File: config.mk
export PLATFORM = sky130hd
export DESIGN_NAME = irq_accept_unit
export DESIGN_NICKNAME = d
export VERILOG_FILES = /design/src/rtl/irq_accept_pkg.sv /design/src/rtl/irq_req_sync.sv /design/src/rtl/irq_prio_enc.sv /design/src/rtl/irq_accept_gate.sv /design/src/rtl/irq_accept_unit.sv
export SDC_FILE = /design/constraint.sdc
export NUM_CORES = 1
export LEC_CHECK = 0
export BUFFER_PORTS_ARGS = -buffer_cell sky130_fd_sc_hd__buf_2
export CORE_ASPECT_RATIO = 1.1
export CORE_MARGIN = 10
export CORE_UTILIZATION = 52
export CTS_CLUSTER_SIZE = 40
export DETAILED_ROUTE_END_ITERATION = 16
export GPL_TIMING_DRIVEN = 0
export PLACE_DENSITY = 0.83
export SETUP_SLACK_MARGIN = 0.2
export SYNTH_ARGS = -nofsm -noshare
export SYNTH_HDL_FRONTEND = slang
export SYNTH_HIERARCHICAL = 1
export SYNTH_SLANG_ARGS = --single-unit
File: constraint.sdc
create_clock -name clk -period 4.4 [get_ports clk]
set_input_delay 0.88 -clock clk [delete_from_list [all_inputs] [get_ports clk]]
set_output_delay 0.88 -clock clk [all_outputs]
set_load 0.01 [all_outputs]
File: src/rtl/irq_accept_pkg.sv
package irq_accept_pkg;

  localparam int unsigned IRQ_LINES_DEF = 5;
  localparam int unsigned ILVL_W_DEF    = 4;
  localparam int unsigned CAUSE_W_DEF   = 16;
  localparam logic [15:0] IRQ_CAUSE_BASE = 16'hFE00;
  localparam int unsigned IRQ_LVL_LSB   = 4;

  typedef struct packed {
    logic id;
    logic ep;
    logic np;
  } psw_block_t;

endpackage

File: src/rtl/irq_req_sync.sv
module irq_req_sync #(
  parameter int unsigned N = 5
) (
  input  logic         clk,
  input  logic         rst,
  input  logic [N-1:0] d,
  output logic [N-1:0] q
);

  always_ff @(posedge clk) begin
    if (rst) q <= '0;
    else     q <= d;
  end

endmodule

File: src/rtl/irq_prio_enc.sv
module irq_prio_enc #(
  parameter int unsigned N  = 5,
  parameter int unsigned LW = (N > 1) ? $clog2(N) : 1
) (
  input  logic [N-1:0]  req,
  output logic          any,
  output logic [LW-1:0] level
);

  // above[i] is set when some line with a higher index is active
  logic [N-1:0] above;
  logic [N-1:0] winner;

  generate
    for (genvar i = 0; i < N; i++) begin : g_chain
      if (i == N - 1) begin : g_top
        assign above[i] = 1'b0;
      end else begin : g_mid
        assign above[i] = above[i+1] | req[i+1];
      end
      assign winner[i] = req[i] & ~above[i];
    end
  endgenerate

  always_comb begin
    level = '0;
    for (int i = 0; i < N; i++) begin
      if (winner[i]) level = level | LW'(i);
    end
  end

  assign any = |req;

endmodule

File: src/rtl/irq_accept_gate.sv
module irq_accept_gate
  import irq_accept_pkg::*;
#(
  parameter int unsigned LW        = 3,
  parameter int unsigned ILVL_W    = 4,
  parameter int unsigned CAUSE_W   = 16,
  parameter logic [15:0] BASE      = IRQ_CAUSE_BASE,
  parameter int unsigned LVL_LSB   = IRQ_LVL_LSB
) (
  input  logic               check_en,
  input  logic               req_any,
  input  logic [LW-1:0]      req_level,
  input  psw_block_t         blk,
  input  logic [ILVL_W-1:0]  ilvl,
  output logic               take,
  output logic [CAUSE_W-1:0] cause
);

  localparam int unsigned CMP_W = (LW > ILVL_W) ? LW : ILVL_W;

  logic [CMP_W-1:0] lvl_ext;
  logic [CMP_W-1:0] thr_ext;
  logic             blocked;
  logic             level_ok;

  assign lvl_ext  = CMP_W'(req_level);
  assign thr_ext  = CMP_W'(ilvl);
  assign blocked  = blk.id | blk.ep | blk.np;
  assign level_ok = (lvl_ext >= thr_ext);

  always_comb begin
    take  = check_en & req_any & ~blocked & level_ok;
    cause = '0;
    if (take) begin
      cause = CAUSE_W'(BASE) | (CAUSE_W'(req_level) << LVL_LSB);
    end
  end

endmodule

File: src/rtl/irq_accept_unit.sv
module irq_accept_unit
  import irq_accept_pkg::*;
#(
  parameter int unsigned NUM_LINES = IRQ_LINES_DEF,
  parameter int unsigned ILVL_W    = ILVL_W_DEF,
  parameter int unsigned CAUSE_W   = CAUSE_W_DEF
) (
  input  logic                 clk,
  input  logic                 rst,
  input  logic [NUM_LINES-1:0] irq_req,
  input  logic                 psw_id,
  input  logic                 psw_ep,
  input  logic                 psw_np,
  input  logic [ILVL_W-1:0]    psw_ilvl,
  input  logic                 fetch_start,
  input  logic                 cpu_halted,
  output logic                 irq_take,
  output logic [CAUSE_W-1:0]   irq_cause,
  output logic                 halt_wake
);

  localparam int unsigned LW = (NUM_LINES > 1) ? $clog2(NUM_LINES) : 1;

  logic [NUM_LINES-1:0] req_q;
  logic                 req_any;
  logic [LW-1:0]        req_level;
  logic                 check_en;
  logic                 take_d;
  logic [CAUSE_W-1:0]   cause_d;
  psw_block_t           blk;

  irq_req_sync #(.N(NUM_LINES)) u_sync (
    .clk (clk),
    .rst (rst),
    .d   (irq_req),
    .q   (req_q)
  );

  irq_prio_enc #(.N(NUM_LINES), .LW(LW)) u_enc (
    .req   (req_q),
    .any   (req_any),
    .level (req_level)
  );

  assign blk.id = psw_id;
  assign blk.ep = psw_ep;
  assign blk.np = psw_np;

  // the cycle after an accept belongs to exception entry: no new check
  assign check_en = (fetch_start | cpu_halted) & ~irq_take;

  irq_accept_gate #(
    .LW      (LW),
    .ILVL_W  (ILVL_W),
    .CAUSE_W (CAUSE_W)
  ) u_gate (
    .check_en  (check_en),
    .req_any   (req_any),
    .req_level (req_level),
    .blk       (blk),
    .ilvl      (psw_ilvl),
    .take      (take_d),
    .cause     (cause_d)
  );

  always_ff @(posedge clk) begin
    if (rst) begin
      irq_take  <= 1'b0;
      irq_cause <= '0;
      halt_wake <= 1'b0;
    end else begin
      irq_take  <= take_d;
      irq_cause <= cause_d;
      halt_wake <= take_d & cpu_halted;
    end
  end

endmodule

==> results of run 1 <==
-- cell families (layout without fill, tap and decap cells) --
| group | count (synthesis) | count (layout) | synth area share [%] |
|---|---|---|---|
| buffers and inverters | 19 | 56 | 14.2 |
| DFF | 23 | 23 | 49.7 |
| other | 1 | 6 | 0.404 |
| adders and majority gates | 3 | 3 | 4.05 |
| AOI/OAI and AO/OA | 4 | 4 | 4.18 |
| and+or+nand+nor | 35 | 35 | 27.5 |
-- metrics by stage --
stage | power [mW] | setup slack, ns
finish | 0.352 | 2.35
global route | 0.371 | 2.21
detailed placement | 0.262 | 2.01
floorplan | 0.248 | 2.19
CTS | 0.357 | 2.33
global placement | 0.261 | 2.02
-- critical path, cell delays in order (launching register included) --
cell,delay [ns]
dfxtp_1,0.33
nand2b_1,0.15
a21oi_2,0.13
inv_1,0.07
ha_1,0.28
nand2b_1,0.15
a31oi_2,0.30
nor2_1,0.20
buf_4,0.17
and2b_2,0.18
-- worst paths after layout --
| path | start | to | slack [ns] | depth (start not counted) |
|---|---|---|---|---|
| setup / recovery | u_sync/q[2] | irq_cause[11] | 2.35 | 9 |
| hold / removal | u_sync/q[3] | irq_cause[4] | 0.71 | 5 |
| setup reg to reg | u_sync/q[2] | irq_cause[11] | 2.35 | 9 |
| hold reg to reg | u_sync/q[3] | irq_cause[4] | 0.71 | 5 |
-- layout make-up --
cell class / instances / area, sq um
well taps: 17 / 21.3
fillers: 135 / 474
plain buffers: 15 / 116
clock buffers: 4 / 26.3
repair buffers: 33 / 165
flip-flops and latches: 23 / 460
inverters: 4 / 15.0
multi-input cells: 48 / 354
-- sequential cells by signal, indices dropped and copies added, names as in the netlist --
signal,flops
irq_cause,16
u_sync/q,5
halt_wake,1
irq_take,1
-- cell usage in the layout (no fill, tap or decap) --
cell      Yosys  routed
and3b_2       1       1
conb_1        1       6
nand3_2       1       1
clkbuf_1      0       1
a31oi_2       1       1
a21o_1        1       1
nor3_1        1       1
nand2b_1      2       2
ha_1          3       3
clkbuf_4      0       3
buf_2         0      33
buf_6         1       1
nor4_2        1       1
dfxtp_1      23      23
nor2b_1      15      15
nor3b_2       2       2
and2b_2       7       7
nor3_2        1       1
o21ba_2       1       1
inv_1         4       4
a21oi_2       1       1
nand2_1       1       1
buf_4        14      14
nor2_1        3       3
-- power breakdown --
group	leakage [nW]	switching, mW	total [mW]	internal [mW]
registers	0.188	0.00209	0.216	0.214
clock network	0.0150	0.0595	0.0949	0.0354
logic	0.412	0.0181	0.0411	0.0230
-- layer usage --
metal  up-vias  share of wire, %  track usage, %
li1        330                 -               -
met1       249                38            7.32
met2        29                43            12.9
met3         5                16            6.32
met4         0               3.0            5.90
met5         -                 0               0
==> flow_metrics.env, run 1 <==
export IMPL_slew_violations=0
export IMPL_synth_area_per_cell_sq_um=10.9
export IMPL_ir_drop_v=0.000215
export IMPL_dr_first_iter_drc_count=3
export IMPL_synth_top_area_cell="dfxtp_1"
export IMPL_cts_buffer_depth=2
export IMPL_hold_buffers=0
export IMPL_wl_um=1550
export IMPL_dr_pass1_iters=3
export IMPL_cts_buffers=3
export IMPL_finalCritPeriodShare_pct=46.5
export IMPL_power_density_nw_per_um2=304
export IMPL_dieArea_sq_um=3870
export IMPL_synth_edf_count=0
export IMPL_start_util_pct=56.8
export IMPL_fp_row_count=15
export IMPL_clkLatencyLatePin_ns=0.31
export IMPL_rsz0062_at_grt="no"
export IMPL_seq_area_frac_synth_pct=49.7
export IMPL_synth_most_common_cell="dfxtp_1"
export IMPL_ys_warn_count=6
export IMPL_finalHoldViolCount=0
export IMPL_cp_end_kind="flop"
export IMPL_cap_violations=0
export IMPL_startpoint_type="flop"
export IMPL_grt_pass1_wl_um=2500
export IMPL_io_pin_count=34
export IMPL_fmax_ghz=0.489
export IMPL_drtAntennaViolNets=0
export IMPL_setup_viol=0
export IMPL_synth_main_ff_cell="dfxtp_1"
export IMPL_nNetsFinal=147
export IMPL_antenna_found_initial=0
export IMPL_syn_to_final_growth_pct=25.0
export IMPL_ctsResizeCount=0
export IMPL_crit_arrival_ns=2.26
export IMPL_gr_total_overflow=0
export IMPL_gp_congestion=0.760
export IMPL_fin_crit_ns=2.05
export IMPL_cts_sinks=23
export IMPL_n_antenna_cell=0
export IMPL_htreeDepth=1
export IMPL_dp_hpwl_um=1290
export IMPL_grtUsageTotal_pct=8.40
export IMPL_fin_util_pct=71.0
export IMPL_post_drt_wl_per_cell_um=10.8
export IMPL_synth_async_sr_flop_share_pct=0
export IMPL_vias=613
export IMPL_synth_top_area_share_pct=49.7
export IMPL_hp_class="flop to flop"
export IMPL_syn_inst=85
export IMPL_p_leak_nw=0.615
export IMPL_port_buffers=33
export IMPL_ys_seq_elements=23
export IMPL_die_h_um=64.3
export IMPL_synth_common_cells="dfxtp_1 (23), nor2b_1 (15), buf_4 (14)"
export IMPL_dpl_cell_area_sq_um=1130
export IMPL_placedCellCount=140
export IMPL_fp_coreArea_sq_um=1630
export IMPL_path_class="flop to flop"
export IMPL_die_w_um=60.3
export IMPL_cp_max_fo=9
export IMPL_grt_pass1_vias=640
export IMPL_synth_distinct_cells=21
export IMPL_avgViaCountPerCell=4.26
export IMPL_grt_max_degree=15
export IMPL_crit_required_ns=4.62
export IMPL_drive_gt1_share_pct=52.8
export IMPL_worst_hold_slack_ns=0.712
export IMPL_synth_area_sq_um=927
export IMPL_drc=0
export IMPL_cts_setup_buffers=0
export IMPL_synth_area_leaders="dfxtp_1 (50%), buf_4 (11%), nor2b_1 (10%)"
export IMPL_clkTransAtPathRegs_ns=0.12
export IMPL_fin_cells=144
export IMPL_fin_skew_ns=0.00475
export IMPL_final_cell_area_sq_um=1160
export IMPL_tritoncts="done"
export IMPL_root_buffer="clkbuf_4"
export IMPL_tns_ns=0
export IMPL_status="completed"
(Power assumes the default switching activity.)
==> run 2, diff against run 1 <==
Settings changed: CORE_UTILIZATION 52 to 48, PLACE_DENSITY 0.83 to 0.78.
Clock period 4.4 ns to 2.1 ns, I/O delays scaled along.
==> run 2 against run 1 <==
Sequential share of layout area is 0.88 points lower. Utilization decreased by 5.2 points. Die area grew 5.6%. Largest power group unchanged. Maximum frequency is 12% higher. Final area rose by 2.3%. Highest routed layer unchanged. Largest cell class unchanged. Register-to-register slack worse by 2.1 ns. Count of clock-buffer cells in the layout decreased by 1. Total power is 110% higher. Hold slack got worse by 0.39 ns. Worst setup slack got worse by 2.1 ns. Critical path depth unchanged.
==> flow_metrics.env, run 2 (synthesized netlist as in run 1, its figures left out) <==
export IMPL_critPathMostFrequentCell="nand2b_1"
export IMPL_tns_ns=0
export IMPL_vias=627
export IMPL_fin_skew_ns=0.00256
export IMPL_die_h_um=66.1
export IMPL_busiest_layer="met2"
export IMPL_dieArea_sq_um=4090
export IMPL_finalHoldViolCount=0
export IMPL_path_class="flop to flop"
export IMPL_max_stage_delay_ns=0.32
export IMPL_status="completed"
export IMPL_crit_required_ns=2.31
export IMPL_rrSetupSlack_ns=0.27
export IMPL_fmax_ghz=0.545
export IMPL_final_cell_mix="buf_2 (33), dfxtp_1 (23), nor2b_1 (15), buf_4 (15), and2b_2 (7)"
export IMPL_cp_max_fo=9
export IMPL_cp_end_kind="flop"
export IMPL_largest_register="irq_cause"
export IMPL_cts_buffer_depth=2
export IMPL_nNetsFinal=148
export IMPL_drc=0
export IMPL_gr_total_overflow=0
export IMPL_dr_pass1_iters=2
export IMPL_syn_to_final_growth_pct=27.8
export IMPL_cap_violations=0
export IMPL_avgViaCountPerCell=4.29
export IMPL_grt_pass1_vias=619
export IMPL_timing_rr_end="irq_cause[13]"
export IMPL_port_buffers=33
export IMPL_io_pin_count=34
export IMPL_grtUsageMet2_pct=12.6
export IMPL_clkTransAtPathRegs_ns=0.12
export IMPL_grt_use_met1_pct=7.27
export IMPL_slew_violations=0
export IMPL_ir_drop_v=0.000397
export IMPL_r2r_start="u_sync/q[2]"
export IMPL_p_leak_nw=0.624
export IMPL_fp_coreArea_sq_um=1800
export IMPL_met3_usage_pct=5.19
export IMPL_start_util_pct=51.5
export IMPL_power_density_nw_per_um2=628
export IMPL_min_to="u_sync/q[3]"
export IMPL_crit_start="u_sync/q[2]"
export IMPL_startpoint_type="flop"
export IMPL_hold_path_cell_count=2
export IMPL_post_drt_wl_per_cell_um=10.6
export IMPL_die_w_um=61.9
export IMPL_wl_um=1540
export IMPL_min_from="irq_req[3]"
export IMPL_drive_gt1_share_pct=54.7
export IMPL_clkLatencyLatePin_ns=0.30
export IMPL_cts_sinks=23
export IMPL_grt_pass1_wl_um=2420
export IMPL_drtAntennaViolNets=0
export IMPL_hp_class="input pin to flop"
export IMPL_critPathSlowestCell="dfxtp_1"
export IMPL_fp_row_count=16
export IMPL_finalCritPeriodShare_pct=87.3
export IMPL_rsz0062_at_grt="no"
export IMPL_mostFrequentLayoutCell="buf_2"
export IMPL_fin_crit_ns=1.83
export IMPL_setup_viol=0
export IMPL_reg2reg_depth=9
export IMPL_grt_max_degree=15
export IMPL_antenna_found_initial=0
export IMPL_crit_arrival_ns=2.04
export IMPL_crit_chain="nand2b_1 > a21oi_2 > inv_1 > ha_1 > nand2b_1 > a31oi_4 > nor2_4 > buf_4 > and2b_2"
export IMPL_dr_first_iter_drc_count=3
export IMPL_root_buffer="clkbuf_4"
export IMPL_tritoncts="done"
export IMPL_dp_hpwl_um=1330
export IMPL_n_antenna_cell=0
export IMPL_htreeDepth=1
export IMPL_gp_congestion=0.719
export IMPL_largest_registers="irq_cause (16), u_sync/q (5)"
export IMPL_cts_buffers=3
export IMPL_grtUsageTotal_pct=7.82
export IMPL_worst_hold_slack_ns=0.317
export IMPL_largest_reg_flops=16
export IMPL_fill_cells=162
-- run 2: cell type report --
cell class	count	area [sq um]	area share (%)
repair buffers	34	173	14.6
inverters	4	15.0	1.27
clock buffers	3	22.5	1.90
clock inverters	1	5.00	0.422
well taps	18	22.5	1.90
multi-input cells	48	370	31.3
plain buffers	15	116	9.82
flip-flops and latches	23	460	38.9
-- run 2: how the worst max path moves through the flow --
| stage | end | slack [ns] | depth (start not counted) |
|---|---|---|---|
| floorplan | irq_cause[11] | 0.24 | 9 |
| global placement | irq_cause[13] | 0.13 | 9 |
| detailed placement | irq_cause[13] | 0.1 | 9 |
| CTS | irq_cause[13] | 0.24 | 9 |
| global route | irq_cause[13] | 0.20 | 9 |
| finish | irq_cause[13] | 0.27 | 9 |
-- run 2: metrics by stage --
step           util (%)  power [mW]  cells  cell area [sq um]  setup WS (ns)
3_3_place_gp       63.4       0.552    141               1140          0.131
2_1_floorplan         -       0.525     90                955          0.239
5_1_grt            65.8       0.787    146               1180          0.197
4_1_cts            65.5       0.756    146               1180          0.244
3_5_place_dp       63.4       0.556    141               1140         0.0953
6_report           65.8       0.744    146               1180          0.266
-- run 2: power breakdown --
group | total [mW] | leakage (nW) | internal, mW | switching (mW)
clock | 0.193 | 0.0177 | 0.0709 | 0.122
combinational | 0.0990 | 0.418 | 0.0546 | 0.0443
sequential | 0.453 | 0.188 | 0.449 | 0.00411
total | 0.744 | 0.624 | 0.574 | 0.170
-- run 2: critical path, delay by kind of cell (launching register included) --
kind                       cells  cell delay, ns
buffers and inverters          2            0.20
and+or+nand+nor                4            0.59
DFF                            1            0.32
AOI/OAI and AO/OA              2            0.34
adders and majority gates      1            0.28
-- run 2: timing repair --
item | CTS | global route
hold buffers | 0 | 0
resized for setup | 1 | 1
hold endpoints to repair | 0 | 0
endpoints found under the setup margin | 9 | 7
pin swaps | 1 | 0
setup buffers | 1 | 0
-- run 2: layer usage --
metal  share of wire, %  up-vias
li1                   -      332
met1                 40      269
met2                 48       24
met3                 11        2
met4               0.39        0
met5                  0        -
==> run 3, diff against run 2 <==
Settings changed: RECOVER_POWER set to 25.
==> run 3 against run 2 <==
Final area shrank 0.42%. Combinational power shrank 0.6%. Clock power is essentially flat. Clock skew is essentially flat. Hold slack is the same. Final cell count is the same.
==> flow_metrics.env, run 3 (synthesized netlist as in run 1, its figures left out) <==
export IMPL_finalCritPeriodShare_pct=87.3
export IMPL_cp_max_fo=9
export IMPL_wl_um=1550
export IMPL_hold_buffers=0
export IMPL_nNetsFinal=148
export IMPL_startpoint_type="flop"
export IMPL_cp_end_kind="flop"
export IMPL_largest_registers="irq_cause (16), u_sync/q (5)"
export IMPL_dp_hpwl_um=1330
export IMPL_rsz0062_at_grt="no"
export IMPL_min_from="irq_req[3]"
export IMPL_clkPwrFrac_pct=25.9
export IMPL_avgViaCountPerCell=4.29
export IMPL_slew_violations=0
export IMPL_regArea_sq_um=460
export IMPL_crit_arrival_ns=2.04
export IMPL_grt_max_degree=15
export IMPL_max_stage_delay_ns=0.32
export IMPL_gr_total_overflow=0
export IMPL_hold_path_cell_count=2
export IMPL_p_seq_share_pct=60.9
export IMPL_switching_share_pct=22.9
export IMPL_finalHoldViolCount=0
export IMPL_wl_met3_um=175
export IMPL_top_layer_used="met4"
export IMPL_p_comb_share_pct=13.2
export IMPL_power_density_nw_per_um2=631
export IMPL_fmax_ghz=0.546
export IMPL_syn_to_final_growth_pct=27.3
export IMPL_fin_crit_ns=1.83
export IMPL_drtAntennaViolNets=0
export IMPL_cts_buffers=3
export IMPL_multi_input_area_sq_um=370
export IMPL_status="completed"
export IMPL_reg2reg_depth=9
export IMPL_port_buffers=33
export IMPL_tritoncts="done"
export IMPL_dr_first_iter_drc_count=3
export IMPL_p_leak_nw=0.609
export IMPL_io_pin_count=34
export IMPL_drc=0
export IMPL_fill_cells=166
export IMPL_antenna_found_initial=0
export IMPL_cts_sinks=23
export IMPL_fp_row_count=16
export IMPL_rrSetupSlack_ns=0.27
export IMPL_path_class="flop to flop"
export IMPL_grt_pass1_vias=619
export IMPL_crit_required_ns=2.31
export IMPL_wl_met2_um=747
export IMPL_root_buffer="clkbuf_4"
export IMPL_start_util_pct=51.5
export IMPL_die_h_um=66.1
export IMPL_fin_skew_ns=0.00252
export IMPL_power_switching_uw=170
export IMPL_path_buf_inv=2
export IMPL_timing_rr_end="irq_cause[13]"
export IMPL_tns_ns=0
export IMPL_fp_coreArea_sq_um=1800
export IMPL_critPathMostFrequentCell="nand2b_1"
export IMPL_vias=627
export IMPL_ir_drop_v=0.000410
export IMPL_worst_hold_slack_ns=0.317
export IMPL_crit_chain="nand2b_1 > a21oi_2 > inv_1 > ha_1 > nand2b_1 > a31oi_4 > nor2_4 > buf_4 > and2b_2"
export IMPL_clkTransAtPathRegs_ns=0.12
export IMPL_grt_pass1_wl_um=2420
export IMPL_r2r_start="u_sync/q[2]"
export IMPL_dr_pass1_iters=2
export IMPL_p_int_uw=574
export IMPL_min_to="u_sync/q[3]"
export IMPL_setup_viol=0
export IMPL_wl_met1_um=621
export IMPL_dieArea_sq_um=4090
export IMPL_dp_slack_ns=0.0953
export IMPL_clkLatencyLatePin_ns=0.30
export IMPL_die_w_um=61.9
export IMPL_hp_class="input pin to flop"
export IMPL_cpLargestDelayFamily="simple AND/OR/NAND/NOR gates"
export IMPL_cap_violations=0
export IMPL_final_cell_mix="buf_2 (29), dfxtp_1 (23), nor2b_1 (15), buf_4 (15), and2b_2 (7)"
export IMPL_largest_reg_flops=16
export IMPL_drive_gt1_share_pct=51.6
export IMPL_largest_register="irq_cause"
export IMPL_setup_slack_ns=0.267
export IMPL_n_antenna_cell=0
export IMPL_grtUsageTotal_pct=7.82
export IMPL_critPathSlowestCell="dfxtp_1"
export IMPL_cts_buffer_depth=2
export IMPL_post_drt_wl_per_cell_um=10.6
export IMPL_gp_congestion=0.719
export IMPL_htreeDepth=1
export IMPL_mostFrequentLayoutCell="buf_2"
-- run 3: layer usage --
layer,GRT usage [%],vias up
met5,0,-
met3,5.19,2
met4,4.19,0
li1,-,332
met1,7.27,269
met2,12.6,24
-- run 3: cell type report --
| type | instances | area share (%) |
|---|---|---|
| multi-input combinational | 48 | 31.4 |
| inverter | 4 | 1.27 |
| sequential | 23 | 39.0 |
| clock inverter | 1 | 0.424 |
| timing repair buffer | 34 | 14.2 |
| clock buffer | 3 | 1.91 |
| tap | 18 | 1.91 |
| buffer | 15 | 9.86 |
-- run 3: worst max path at each step --
stage                 from            end  slack (ns)  depth (start not counted)
4_1_cts        u_sync/q[2]  irq_cause[13]        0.24                          9
6_report       u_sync/q[2]  irq_cause[13]        0.27                          9
5_1_grt        u_sync/q[2]  irq_cause[13]        0.20                          9
3_3_place_gp   u_sync/q[2]  irq_cause[13]        0.13                          9
2_1_floorplan  u_sync/q[2]  irq_cause[11]        0.24                          9
3_5_place_dp   u_sync/q[2]  irq_cause[13]         0.1                          9
-- run 3: worst reg2reg max path: stages (launching register included) --
cell,delay [ns]
dfxtp_1,0.32
nand2b_1,0.15
a21oi_2,0.13
inv_1,0.07
ha_1,0.28
nand2b_1,0.17
a31oi_4,0.21
nor2_4,0.09
buf_4,0.13
and2b_2,0.18
-- run 3: power groups by stage --
stage	combinational, mW	sequential (mW)	clock, mW
2_1_floorplan	0.0582	0.467	0
3_3_place_gp	0.0897	0.463	0
3_5_place_dp	0.0932	0.463	0
4_1_cts	0.0984	0.453	0.204
5_1_grt	0.108	0.455	0.223
6_report	0.0984	0.453	0.193
-- run 3: timing repair --
item	in CTS	in global routing
gates cloned	0	0
endpoints found under the setup margin	9	7
buffers inserted	1	0
resized for setup	1	1
pin swaps	1	0
-- run 3: stage by stage --
stage | instance area [sq um] | power, mW | utilization [%] | std cells
3_5_place_dp | 1140 | 0.556 | 63.4 | 141
6_report | 1180 | 0.744 | 65.5 | 146
4_1_cts | 1180 | 0.756 | 65.5 | 146
5_1_grt | 1180 | 0.786 | 65.5 | 146
3_3_place_gp | 1140 | 0.552 | 63.4 | 141
2_1_floorplan | 955 | 0.525 | - | 90
